$ cat src/rtl/useq_pkg.sv
package useq_pkg;

   // Source of one low address bit
   typedef enum logic [1:0] {
      BIT_FROM_FIELD    = 2'd0,
      BIT_FROM_DISPATCH = 2'd1,
      BIT_FROM_BRANCH   = 2'd2
   } bit_src_e;

   // Steering bits taken from one microinstruction
   typedef struct packed {
      logic test_neg;
      logic test_zero;
      logic dispatch;
   } steer_t;

   // ALU condition pair
   typedef struct packed {
      logic neg;
      logic zero;
   } cond_t;

   function automatic logic branch_taken(input steer_t s, input cond_t c);
      return (s.test_neg & c.neg) | (s.test_zero & c.zero);
   endfunction

endpackage

$ cat src/rtl/useq_cond.sv
module useq_cond
   import useq_pkg::*;
(
   input  steer_t steer,
   input  cond_t  cond,
   output logic   take
);
   always_comb take = branch_taken(steer, cond);
endmodule

$ cat src/rtl/useq_merge.sv
module useq_merge
   import useq_pkg::*;
#(
   parameter int ADDR_W = 9,
   parameter int OPC_W  = 8
) (
   input  logic [ADDR_W-1:0] field,
   input  logic [OPC_W-1:0]  opc,
   input  logic              dispatch,
   input  logic              take,
   output logic [ADDR_W-1:0] next_addr
);
   localparam int TOP = ADDR_W - 1;

   if (OPC_W > TOP) begin : g_bad_widths
      $error("useq_merge: opcode width must leave the top address bit free");
   end

   for (genvar i = 0; i < ADDR_W; i++) begin : g_bit
      if (i == TOP) begin : g_top
         // set-only: a taken branch forces the top bit
         always_comb next_addr[i] = field[i] | take;
      end else if (i < OPC_W) begin : g_disp
         always_comb next_addr[i] = field[i] | (dispatch & opc[i]);
      end else begin : g_pass
         always_comb next_addr[i] = field[i];
      end
   end
endmodule

$ cat src/rtl/useq_state_reg.sv
module useq_state_reg
   import useq_pkg::*;
#(
   parameter int                ADDR_W     = 9,
   parameter logic [ADDR_W-1:0] RESET_ADDR = '0
) (
   input  logic              clk,
   input  logic              rst,
   input  logic [ADDR_W-1:0] d_addr,
   input  cond_t             d_cond,
   output logic [ADDR_W-1:0] q_addr,
   output cond_t             q_cond
);
   always_ff @(posedge clk) begin
      if (rst) begin
         q_addr <= RESET_ADDR;
         q_cond <= '0;
      end else begin
         q_addr <= d_addr;
         q_cond <= d_cond;
      end
   end
endmodule

$ cat src/rtl/useq_next_addr.sv
module useq_next_addr
   import useq_pkg::*;
#(
   parameter int                ADDR_W     = 9,
   parameter int                OPC_W      = 8,
   parameter logic [ADDR_W-1:0] RESET_ADDR = '0
) (
   input  logic              clk,
   input  logic              rst,
   input  logic [ADDR_W-1:0] nx_field,
   input  logic              br_on_neg,
   input  logic              br_on_zero,
   input  logic              op_dispatch,
   input  logic              alu_neg,
   input  logic              alu_zero,
   input  logic [OPC_W-1:0]  opcode,
   output logic [ADDR_W-1:0] mpc,
   output logic              flag_neg,
   output logic              flag_zero
);
   if (ADDR_W < 2) begin : g_bad_addr
      $error("useq_next_addr: address needs at least two bits");
   end

   steer_t            steer;
   cond_t             cond_now;
   cond_t             cond_q;
   logic              take;
   logic [ADDR_W-1:0] next_addr;

   always_comb begin
      steer.test_neg  = br_on_neg;
      steer.test_zero = br_on_zero;
      steer.dispatch  = op_dispatch;
      cond_now.neg    = alu_neg;
      cond_now.zero   = alu_zero;
   end

   useq_cond u_cond (
      .steer (steer),
      .cond  (cond_now),
      .take  (take)
   );

   useq_merge #(
      .ADDR_W (ADDR_W),
      .OPC_W  (OPC_W)
   ) u_merge (
      .field     (nx_field),
      .opc       (opcode),
      .dispatch  (steer.dispatch),
      .take      (take),
      .next_addr (next_addr)
   );

   useq_state_reg #(
      .ADDR_W     (ADDR_W),
      .RESET_ADDR (RESET_ADDR)
   ) u_state (
      .clk    (clk),
      .rst    (rst),
      .d_addr (next_addr),
      .d_cond (cond_now),
      .q_addr (mpc),
      .q_cond (cond_q)
   );

   always_comb begin
      flag_neg  = cond_q.neg;
      flag_zero = cond_q.zero;
   end
endmodule

$ cat config.mk
export PLATFORM = sky130hd
export DESIGN_NAME = useq_next_addr
export DESIGN_NICKNAME = d
export VERILOG_FILES = /design/src/rtl/useq_pkg.sv /design/src/rtl/useq_cond.sv /design/src/rtl/useq_merge.sv /design/src/rtl/useq_state_reg.sv /design/src/rtl/useq_next_addr.sv
export SDC_FILE = /design/constraint.sdc
export NUM_CORES = 1
export LEC_CHECK = 0
export BUFFER_PORTS_ARGS = -buffer_cell sky130_fd_sc_hd__buf_4
export CAP_MARGIN = 10
export CORE_AREA = 2 2 39 41
export DETAILED_ROUTE_END_ITERATION = 7
export DIE_AREA = 0 0 41 43
export GPL_TIMING_DRIVEN = 0
export HOLD_SLACK_MARGIN = 0.02
export PLACE_DENSITY = 0.6
export SYNTH_ARGS = -nofsm -noshare
export SYNTH_HDL_FRONTEND = slang
export SYNTH_SLANG_ARGS = --single-unit
$ cat constraint.sdc
create_clock -name clk -period 0.8 [get_ports clk]
set_input_delay 0.16 -clock clk [delete_from_list [all_inputs] [get_ports clk]]
set_output_delay 0.16 -clock clk [all_outputs]
set_load 0.005 [all_outputs]
**After elaboration in Yosys (flattened, before gate mapping)**

Index checks and enable logic that the tools add are counted.

- Register bits after elaboration: 11
- Word-level logic and storage cells: 23
- Output and inout bits: 11
- Bits of input ports: 24

- Bitwise gates (word level): 20

Operator list:

| kind | number |
|---|---|
| 1-bit bitwise AND | 10 |
| 1-bit bitwise OR | 10 |

**Longest topological paths before layout**

- Depth after elaboration: 3
- Mapped depth: 3
- Depth with buffers taken out: 2

**Cells and area by module**

Synthesis repeated with hierarchy kept, for this count alone.

- Cells, all modules: 34
- Area total of the unflattened synthesis: 424.2 um2

Modules (own cells, without submodules):

| module | times used | cells an instance | area an instance (um2) | sequential area each (um2) |
|---|---|---|---|---|
| useq_state_reg | 1 | 23 | 337.8 | 220.2 |
| useq_merge | 1 | 10 | 77.6 | 0.0 |
| useq_cond | 1 | 1 | 8.8 | 0.0 |

**Worst setup path after synthesis**

No wires, ideal clock.

- Path kind: input to register
- Start: input br_on_neg
- End: register u_state.q_addr[8]
- Data required time: 682 ps
- Setup time: 118 ps
- Cell stages on the path: 2
- Arrival: 436 ps
- Slack: 245 ps
- Cell sequence: a221oi_2 nor2_1

- Cells in the longest elaborated chain, start to end: 3

RTL lines:

| item | line | text |
|---|---|---|
| start, declared | useq_next_addr.sv:11 | `input logic br_on_neg,` |
| 1-bit bitwise AND | useq_pkg.sv:24 | `return (s.test_neg & c.neg) \| (s.test_zero & c.zero);` |
| 1-bit bitwise OR | useq_pkg.sv:24 |  |
| 1-bit bitwise OR | useq_merge.sv:22 | `always_comb next_addr[i] = field[i] \| take;` |
| end signal, assigned | useq_state_reg.sv:19 | `q_addr <= d_addr;` |
| end, declared | useq_state_reg.sv:11 | `output logic [ADDR_W-1:0] q_addr,` |

No other way between the ends.
A chain may end at the register's enable or synchronous reset.

**Worst setup path in the final report**

- Start: register u_state.q_addr[5]
- End: output mpc[5]

RTL lines:

| item | line | text |
|---|---|---|
| end, declared | useq_next_addr.sv:17 | `output logic [ADDR_W-1:0] mpc,` |

No word-level cell between the ends.

==> metrics.csv <==
metric,value,unit
period_share,105,%
dr.pass1.iters,2,
cts.clk_slew.worst_paths,0.06,ns
violations,negative setup slack,
syn_area,338,sq um
crit_arrival,0.68,ns
dieArea,1760,sq um
postLayoutCoreUtil,48.1,%
die_y,43,um
wl,805,um
dp_hpwl,641,um
ios,35,
synthTopCellsByArea,"dfxtp_1, a21oi_1, nor2_1",
cp_slowest_stage_delay,0.30,ns
hold_depth,2,
initial_utilization,24.4,%
grt_max_degree,11,
yosysWarnings,0,
cts_tree,done,
via_per_inst,4.07,
nFillCells,138,
ctsLongestPathBuffers,2,
yosysUniqueCellTypes,7,
grt_use_met2,18.4,%
io_buffers,33,
nNetsFinal,95,
p_total,1.16,mW
min_path_type,in2reg,
die_w,41,um
netlist_instances,33,
synth_nets,57,
worst_pin_slew,0.183,ns
drtIter0Drc,3,
timing.critical_path.fanout_max,1,
critical_path_class,reg2out,
fmax,1200,MHz
grt_use_met3,4.71,%
cts_max_level,1,
synth_top_area_share,65.2,%
path_cells,buf_4,
syn_to_final_growth,97.0,%
grt_pass1_wl,1300,um
yosysSeqAreaShare,65.2,%
antenna_left,0,
globalRouteMet1Util,10.0,%
cts.sink_count,11,
critPathBufInv,1,
slew_viol_final,0,
crit_path_end_kind,output pin,
leakage,0.325,nW
holdPathEnd,u_state.q_cond[1]$_SDFF_PP0_,
postCtsSetupRepairBufs,0,
outcome,finished with violations,
gp_congestion,0.567,
maxCapViolCount,0,
root_buffer,clkbuf_4,
worstSetupStartpointType,flop,
antenna_found_initial,0,
rsz0062_at_grt,true,
crit_required,0.64,ns
core_area,1380,sq um
syn_area_per_cell,10.2,sq um
slew_headroom,87.8,%
p_per_area,1740,nW/um^2
overflow,0,
crit_family,flip-flops,
diodes,0,
numCtsBuffers,3,
finalSetupViolations,11,
finalSetupTns,-0.365,ns
grt_pass1_vias,354,
holdWs,0.0589,ns
grt.busiest_layer,met2,
wl_per_cell,9.36,um
drive_above_1_share,64.3,%
hold_start,rst,
final_cells,86,
rows,14,
min_period,0.836,ns
ys_ff_latch,11,
ir_drop,639,uV
drc,0,
via_count,350,
yosysTopAreaCell,dfxtp_1,
critPathSlowestCell,dfxtp_1,
grt_util_all_layers,11.2,%
fin_ws,-0.0362,ns
dp.cells,82,
hold_violations,0,
## flip-flops by register name (all words and copies together) (netlist names)
name            flops
u_state.q_addr      9
u_state.q_cond      2
## placed cells by master, fill, tap and decap left out, drive strengths merged
cell and instances:
buf 35, dfxtp 11, nor2 9, a21oi 8, clkbuf 4, nor2b 2, a221oi 1
## final cells by class
cell class              count  area [sq um]  share of cell area, %
repair buffers             33           274                   41.2
flip-flops and latches     11           228                   34.2
multi-input cells          20           101                   15.2
clock buffers               4          26.3                   3.95
well taps                  16          20.0                   3.01
plain buffers               2          16.3                   2.44
## kinds of logic (layout without fill, tap and decap cells)
family	count (synthesis)	in the layout	synth area share (%)
compound gates	9	9	16.3
buf+inv	2	39	4.81
flops	11	11	65.2
simple gates	11	11	13.7
## report_power, final
part	leakage (nW)	internal (mW)	switching (mW)
sequential	0.0933	0.587	0.0124
clock	0.0150	0.192	0.161
combinational	0.217	0.147	0.0614
## per-stage QoR
step,worst slack (ns),cell area (sq um)
global route,-0.0708,666
CTS,-0.0551,637
floorplan,0.245,338
global placement,0.0987,606
detailed placement,0.102,606
finish,-0.0362,666
## Yosys cell counts, drive strengths merged
cell type / instances
dfxtp: 11
nor2: 9
a221oi: 1
a21oi: 8
buf: 2
nor2b: 2
## metal layers
metal,share of wire [%],vias up
met5,0,-
met4,0,0
met3,5.1,0
met2,57,14
met1,38,152
li1,-,184
## worst max path at each step
stage,from,endpoint,depth (start not counted)
3_3_place_gp,br_on_neg,u_state.q_addr[8]$_SDFF_PP0_,3
5_1_grt,u_state.q_addr[2]$_SDFF_PP0_,mpc[2],1
3_5_place_dp,br_on_neg,u_state.q_addr[8]$_SDFF_PP0_,3
6_report,u_state.q_addr[5]$_SDFF_PP0_,mpc[5],1
4_1_cts,u_state.q_addr[8]$_SDFF_PP0_,mpc[8],1
2_1_floorplan,br_on_neg,u_state.q_addr[8]$_SDFF_PP0_,2
## what timing repair did
action,in CTS,in global routing
resized for setup,2,11
setup endpoints to repair,11,11
hold buffers,0,0
(Power assumes the default switching activity.)
